File: src/rtl/iso_rx_filter.sv
module iso_rx_filter (
  input  logic        clk,
  input  logic        rst,
  input  logic        reg_wr_en,
  input  logic [31:0] reg_wr_data,
  output logic [31:0] reg_rd_data,
  input  logic        hdr_valid,
  input  logic [1:0]  hdr_tag,
  input  logic [5:0]  hdr_chan,
  input  logic [3:0]  hdr_sync,
  input  logic        wait_sync,
  input  logic [6:0]  cyc_seconds,
  input  logic [12:0] cyc_count,
  input  logic        cyc_match_en,
  output logic        pkt_accept,
  output logic        sync_hit,
  output logic        ctx_start
);

  localparam logic [31:0] WR_MASK = 32'hF7FF_FF7F;

  logic [31:0] ctx_reg;
  logic        start_done;

  wire [3:0]  tag_en    = ctx_reg[31:28];
  wire [14:0] cyc_val   = ctx_reg[26:12];
  wire [3:0]  sync_val  = ctx_reg[11:8];
  wire        tag1_filt = ctx_reg[6];
  wire [5:0]  chan_val  = ctx_reg[5:0];

  wire prefix_block = tag1_filt && (hdr_tag == 2'b01) && (hdr_sync[3:2] != 2'b00);
  wire accept_now   = hdr_valid && (hdr_chan == chan_val) && tag_en[hdr_tag] && !prefix_block;
  wire hit_now      = accept_now && wait_sync && (hdr_sync == sync_val);
  wire cyc_hit      = ({cyc_seconds[1:0], cyc_count} == cyc_val);
  wire fire         = cyc_match_en && !start_done && cyc_hit;

  assign reg_rd_data = ctx_reg;

  always_ff @(posedge clk) begin
    if (rst) ctx_reg <= '0;
    else if (reg_wr_en) ctx_reg <= reg_wr_data & WR_MASK;
  end

  always_ff @(posedge clk) begin
    if (rst) begin
      pkt_accept <= 1'b0;
      sync_hit   <= 1'b0;
    end else begin
      pkt_accept <= accept_now;
      sync_hit   <= hit_now;
    end
  end

  always_ff @(posedge clk) begin
    if (rst) begin
      ctx_start  <= 1'b0;
      start_done <= 1'b0;
    end else begin
      ctx_start  <= fire;
      start_done <= cyc_match_en && (start_done || fire);
    end
  end

  a_r6_flags_follow_valid: assert property (@(posedge clk) disable iff (rst)
    (!$past(rst) && !$past(hdr_valid)) |-> (!pkt_accept && !sync_hit));

  a_r7_hit_needs_accept: assert property (@(posedge clk) disable iff (rst)
    sync_hit |-> pkt_accept);

  a_r7_hit_needs_wait: assert property (@(posedge clk) disable iff (rst)
    (sync_hit && !$past(rst)) |-> $past(wait_sync));

  a_r9_start_single: assert property (@(posedge clk) disable iff (rst)
    ctx_start |=> !ctx_start);

  a_r9_start_needs_enable: assert property (@(posedge clk) disable iff (rst)
    (ctx_start && !$past(rst)) |-> $past(cyc_match_en));

endmodule

File: config.mk
export PLATFORM = sky130hd
export DESIGN_NAME = iso_rx_filter
export DESIGN_NICKNAME = d
export VERILOG_FILES = /design/src/rtl/iso_rx_filter.sv
export SDC_FILE = /design/constraint.sdc
export NUM_CORES = 1
export LEC_CHECK = 0
export ABC_AREA = 0
export BUFFER_PORTS_ARGS = -buffer_cell sky130_fd_sc_hd__buf_2
export CORE_MARGIN = 5
export CORE_UTILIZATION = 42
export CTS_BUF_LIST = sky130_fd_sc_hd__clkbuf_8
export DETAILED_ROUTE_END_ITERATION = 10
export PLACE_DENSITY = 0.81
export SYNTH_ARGS = -nofsm -noshare
export SYNTH_HDL_FRONTEND = slang
export SYNTH_SLANG_ARGS = --single-unit
File: constraint.sdc
create_clock -name clk -period 1.4 [get_ports clk]
set_input_delay 0.14 -clock clk [delete_from_list [all_inputs] [get_ports clk]]
set_output_delay 0.14 -clock clk [all_outputs]
set_load 0.03 [all_outputs]
* Word level (Yosys, flattened, before mapping)
Cells that the tools add are included.
** Word-level totals
- Register bits after elaboration :: 34
- Latch bits :: 0
- RAM bits :: 0
- Memory bits (read-only) :: 0
- Output and inout port bits :: 35
- Logic and storage cells :: 26
- Memories :: 0
** Operators by class
- Add/sub/neg operators :: 0
- $mul :: 0
- Div/mod/pow operators :: 0
- $lt $le $gt $ge :: 1
- Equal/unequal tests :: 4
- Shift operators :: 0
- Muxes and demuxes :: 2
- Bitwise gates (word level) :: 0
- Reductions and logical operators :: 14
** Operator list (number)
- $eq A15 B15 Y1 :: 1
- $logic_and A1 B1 Y1 :: 10
- $eq A6 B6 Y1 :: 1
- $eq A4 B4 Y1 :: 1
- $lt A2 B3 Y1 const B :: 1
- $bmux W1 S2 :: 1
- $eq A2 B1 Y1 const B :: 1
- $logic_not A1 Y1 :: 2
- $reduce_bool A2 Y1 :: 1
- $logic_or A1 B1 Y1 :: 1
- $mux W1 :: 1

* Logic depth before layout (Yosys ltp)
- Depth in word-level cells :: 7
- Mapped depth :: 4

* Least setup slack after synthesis
No wires, ideal clock.
- Kind :: reg2reg
- Start point :: register ctx_reg[4], in the netlist reg_rd_data[4]
- End point :: register sync_hit
- Library setup time :: 92 ps
- Data arrival time :: 1127 ps
- Data required time :: 1308 ps
- Slack :: 181 ps
- Cell stages (with the launch flop) :: 5
- Path buffers :: 0
- Clock period less this slack :: 1219 ps
- Cell sequence :: dfxtp_1 > xor2_1 > nor3b_2 > nand4_1 > nor4_1
** On the way
- Longest elaborated chain between the ends :: 6
** RTL lines
- start: declaration :: RTL line 22 : logic [31:0] ctx_reg;
- start signal: assignment :: RTL line 41 : else if (reg_wr_en) ctx_reg <= reg_wr_data & WR_MASK;
- $eq A6 B6 Y1 :: RTL line 32 : wire accept_now = hdr_valid && (hdr_chan == chan_val) && tag_en[hdr_tag] && !prefix_block;
- $logic_and A1 B1 Y1 (3 in a row) :: RTL line 32
- $logic_and A1 B1 Y1 (2 in a row) :: RTL line 33 : wire hit_now = accept_now && wait_sync && (hdr_sync == sync_val);
- end signal: assignment :: RTL line 50 : sync_hit <= hit_now;
- end: declaration :: RTL line 16 : output logic sync_hit,
No other way between the ends.
A chain may end at the register's enable or synchronous reset.

* Final worst setup path
- Start point :: register ctx_reg[19], in the netlist reg_rd_data[19]
- End point :: register start_done
** On the way
- Longest elaborated chain between the ends :: 4
** RTL lines
- $eq A15 B15 Y1 :: RTL line 34 : wire cyc_hit = ({cyc_seconds[1:0], cyc_count} == cyc_val);
- $logic_and A1 B1 Y1 :: RTL line 35 : wire fire = cyc_match_en && !start_done && cyc_hit;
- $logic_or A1 B1 Y1 :: RTL line 60 : start_done <= cyc_match_en && (start_done || fire);
- $logic_and A1 B1 Y1 :: RTL line 60
- end signal: assignment :: RTL line 60
- end: declaration :: RTL line 23 : logic start_done;
No other way between the ends.

==> flow_metrics.env <==
export IMPL_ant_nets=0
export IMPL_h_tree_depth=2
export IMPL_ioPinCount=105
export IMPL_finalSetupTns_ns=0
export IMPL_routed_via_density=4.626
export IMPL_dr_pass1_iters=4
export IMPL_fmax_mhz=791.1
export IMPL_leakage_nw=1.169
export IMPL_grt_antenna_before_repair=0
export IMPL_drc_errors=0
export IMPL_grt_pass1_vias=1370
export IMPL_ys_seq_area_share_pct=44.63
export IMPL_wl_per_cell_um=13.33
export IMPL_hold_viol=0
export IMPL_arrival_ns=1.47
export IMPL_port_buffers=95
export IMPL_cts_hold_buf=0
export IMPL_synth_area_per_cell_um2=10.03
export IMPL_clockBufferDepth=2
export IMPL_grt_pass1_wl_um=6244
export IMPL_cts_root_buf="clkbuf_8"
export IMPL_dp_hpwl_um=3146
export IMPL_crit_type="reg -> reg"
export IMPL_rsz0062_at_grt="false"
export IMPL_reg2reg_depth=4
export IMPL_dr_total_vias=1360
export IMPL_synth_seq_cells=34
export IMPL_cap_viol_max_count=0
export IMPL_finClkSkew_ns=0.005581
export IMPL_drt_initial_drc_count=41
export IMPL_rows=21
export IMPL_cpMaxStageDelayCell="nor4_1"
export IMPL_p_per_area_nw_per_um2=1122
export IMPL_grt_max_degree=31
export IMPL_final_nets=318
export IMPL_grt_usage_pct=15.97
export IMPL_slowest_delay_ns=0.39
export IMPL_cts_buffers_inserted=5
export IMPL_ir_drop_mv=0.9484
export IMPL_hold_depth=3
export IMPL_cts_resized_gates=0
export IMPL_fp_dieH_um=70.26
export IMPL_holdWs_ns=0.09339
export IMPL_holdCritPathClass="in -> reg"
export IMPL_die_w_um=70.26
export IMPL_gp_congestion=0.7572
export IMPL_wirelength_um=3919
export IMPL_critical_path_depth=4
export IMPL_cts_tree="yes"
export IMPL_netlist_area_um2=1525
export IMPL_setup_viol=0
export IMPL_ys_types=21
export IMPL_run_status="completed"
export IMPL_cp_buffers_inverters=0
export IMPL_nFillCells=319
export IMPL_yosys_warnings=0
export IMPL_post_cts_setup_buffers=0
export IMPL_antenna_diode_count=0
export IMPL_path_delay_family="simple AND/OR/NAND/NOR gates"
export IMPL_crit_chain="xor2_1 -> nor4_1 -> nand4_1 -> a21oi_1"
export IMPL_endpoint_kind="register"
export IMPL_dieArea_um2=4936
export IMPL_drive_above_1_share_pct=43.55
export IMPL_gr_total_overflow=0
export IMPL_drv_slew=0
export IMPL_insertion_delay_ns=0.27
export IMPL_clk_pin_slew_ns=0.07
export IMPL_crit_required_ns=1.61
export IMPL_initial_core_util_pct=44.65
export IMPL_start_kind="register"
export IMPL_area_growth_pct=41.18
export IMPL_path_max_fanout=3
export IMPL_reg2reg_slack_ns=0.14
export IMPL_clkSinkCount=34
export IMPL_finalCritPeriodShare_pct=90.29
export IMPL_netlist_instances=152
export IMPL_core_area_um2=3416
export IMPL_period_minus_slack_ns=1.264
## synth_stat cells
cell type	instances	area, um2
a21oi_1	1	5.000
a311oi_1	1	8.760
buf_4	5	37.54
clkbuf_1	5	18.77
conb_1	1	3.750
dfxtp_1	34	680.7
inv_1	1	3.750
mux2i_1	31	310.3
nand2_1	1	3.750
nand3_1	2	10.01
nand4_1	2	12.51
nor2_1	31	116.4
nor2b_1	1	6.260
nor3_1	2	10.01
nor3b_2	1	12.51
nor4_1	5	31.28
o21ai_1	1	5.000
or2b_1	2	15.01
xnor2_1	4	35.03
xnor2_2	2	32.53
xor2_1	19	166.4
## state kept, by name (all words and copies together), names as in the netlist
name,cells
ctx_start,1
pkt_accept,1
reg_rd_data,30
start_done,1
sync_hit,1
## area by class of cell
class                      count  area [um2]  area share, %
multi-input combinational    108       788.3          36.61
sequential                    34       680.7          31.61
timing repair buffer          98       510.5          23.71
clock buffer                   6       82.58          3.835
tap                           46       57.56          2.673
clock inverter                 1       30.03          1.395
inverter                       1       3.754         0.1743
## metrics by stage
stage / total power (W) / cell area, um2 / setup slack (ns) / instances / utilization [%]
2_1_floorplan: 0.001372 / 1529 / 0.1808 / 153 / -
3_3_place_gp: 0.001537 / 2041 / 0.1381 / 287 / 59.74
3_5_place_dp: 0.001552 / 2041 / 0.1041 / 287 / 59.74
4_1_cts: 0.002454 / 2153 / 0.1037 / 294 / 63.04
5_1_grt: 0.002532 / 2153 / 0.003222 / 294 / 63.04
6_report: 0.002416 / 2153 / 0.1359 / 294 / 63.04
## cells in the final DEF, fill, tap and decap left out
cell type and instances:
nor2b_1 1, buf_2 95, inv_1 1, xnor2_1 4, mux2i_1 31, o21ai_1 1
nor2_1 31, nand2_1 1, a21oi_1 1, buf_12 1, a311oi_1 1, nand4_1 2
xor2_1 19, xnor2_2 2, nor3b_2 1, bufinv_16 1, dfxtp_1 34, nor3_1 2
nor4_1 5, or2b_1 2, clkbuf_8 6, conb_1 2, nand3_1 2, buf_4 2
## logic make-up after synthesis
group / after synthesis / synth area share (%)
flip-flops: 34 / 44.63
other: 1 / 0.2459
multiplexers: 31 / 20.34
AO/OA/AOI/OAI: 3 / 1.230
buffers and inverters: 11 / 3.938
XOR/XNOR: 25 / 15.34
AND/OR/NAND/NOR: 47 / 14.27
## metal layers
metal | vias to the layer above | routed length, um | share of wire, % | global-route usage, %
met5 | - | 0 | 0 | 0
met4 | 0 | 40 | 1.0 | 6.383
met3 | 4 | 312 | 8.0 | 5.452
met2 | 47 | 2080 | 53 | 27.96
met1 | 617 | 1486 | 38 | 17.49
li1 | 692 | - | - | -
## final timing paths
kind	from	endpoint
worst max-delay path	reg_rd_data[19]	start_done
worst min-delay path	reg_wr_data[17]	reg_rd_data[17]
worst max register to register	reg_rd_data[19]	start_done
worst min register to register	start_done	start_done
## power breakdown
| part | switching (W) | internal [W] |
|---|---|---|
| combinational | 0.000261 | 0.000203 |
| clock | 0.000320 | 0.000569 |
| sequential | 0.0000436 | 0.00102 |
## worst reg2reg max path, delay by kind of cell (launching register included)
family	cells	cell delay, ns
simple gates	2	0.56
flops	1	0.32
compound gates	1	0.17
xor+xnor	1	0.16
Note: power is estimated with default switching activity, not from simulation.
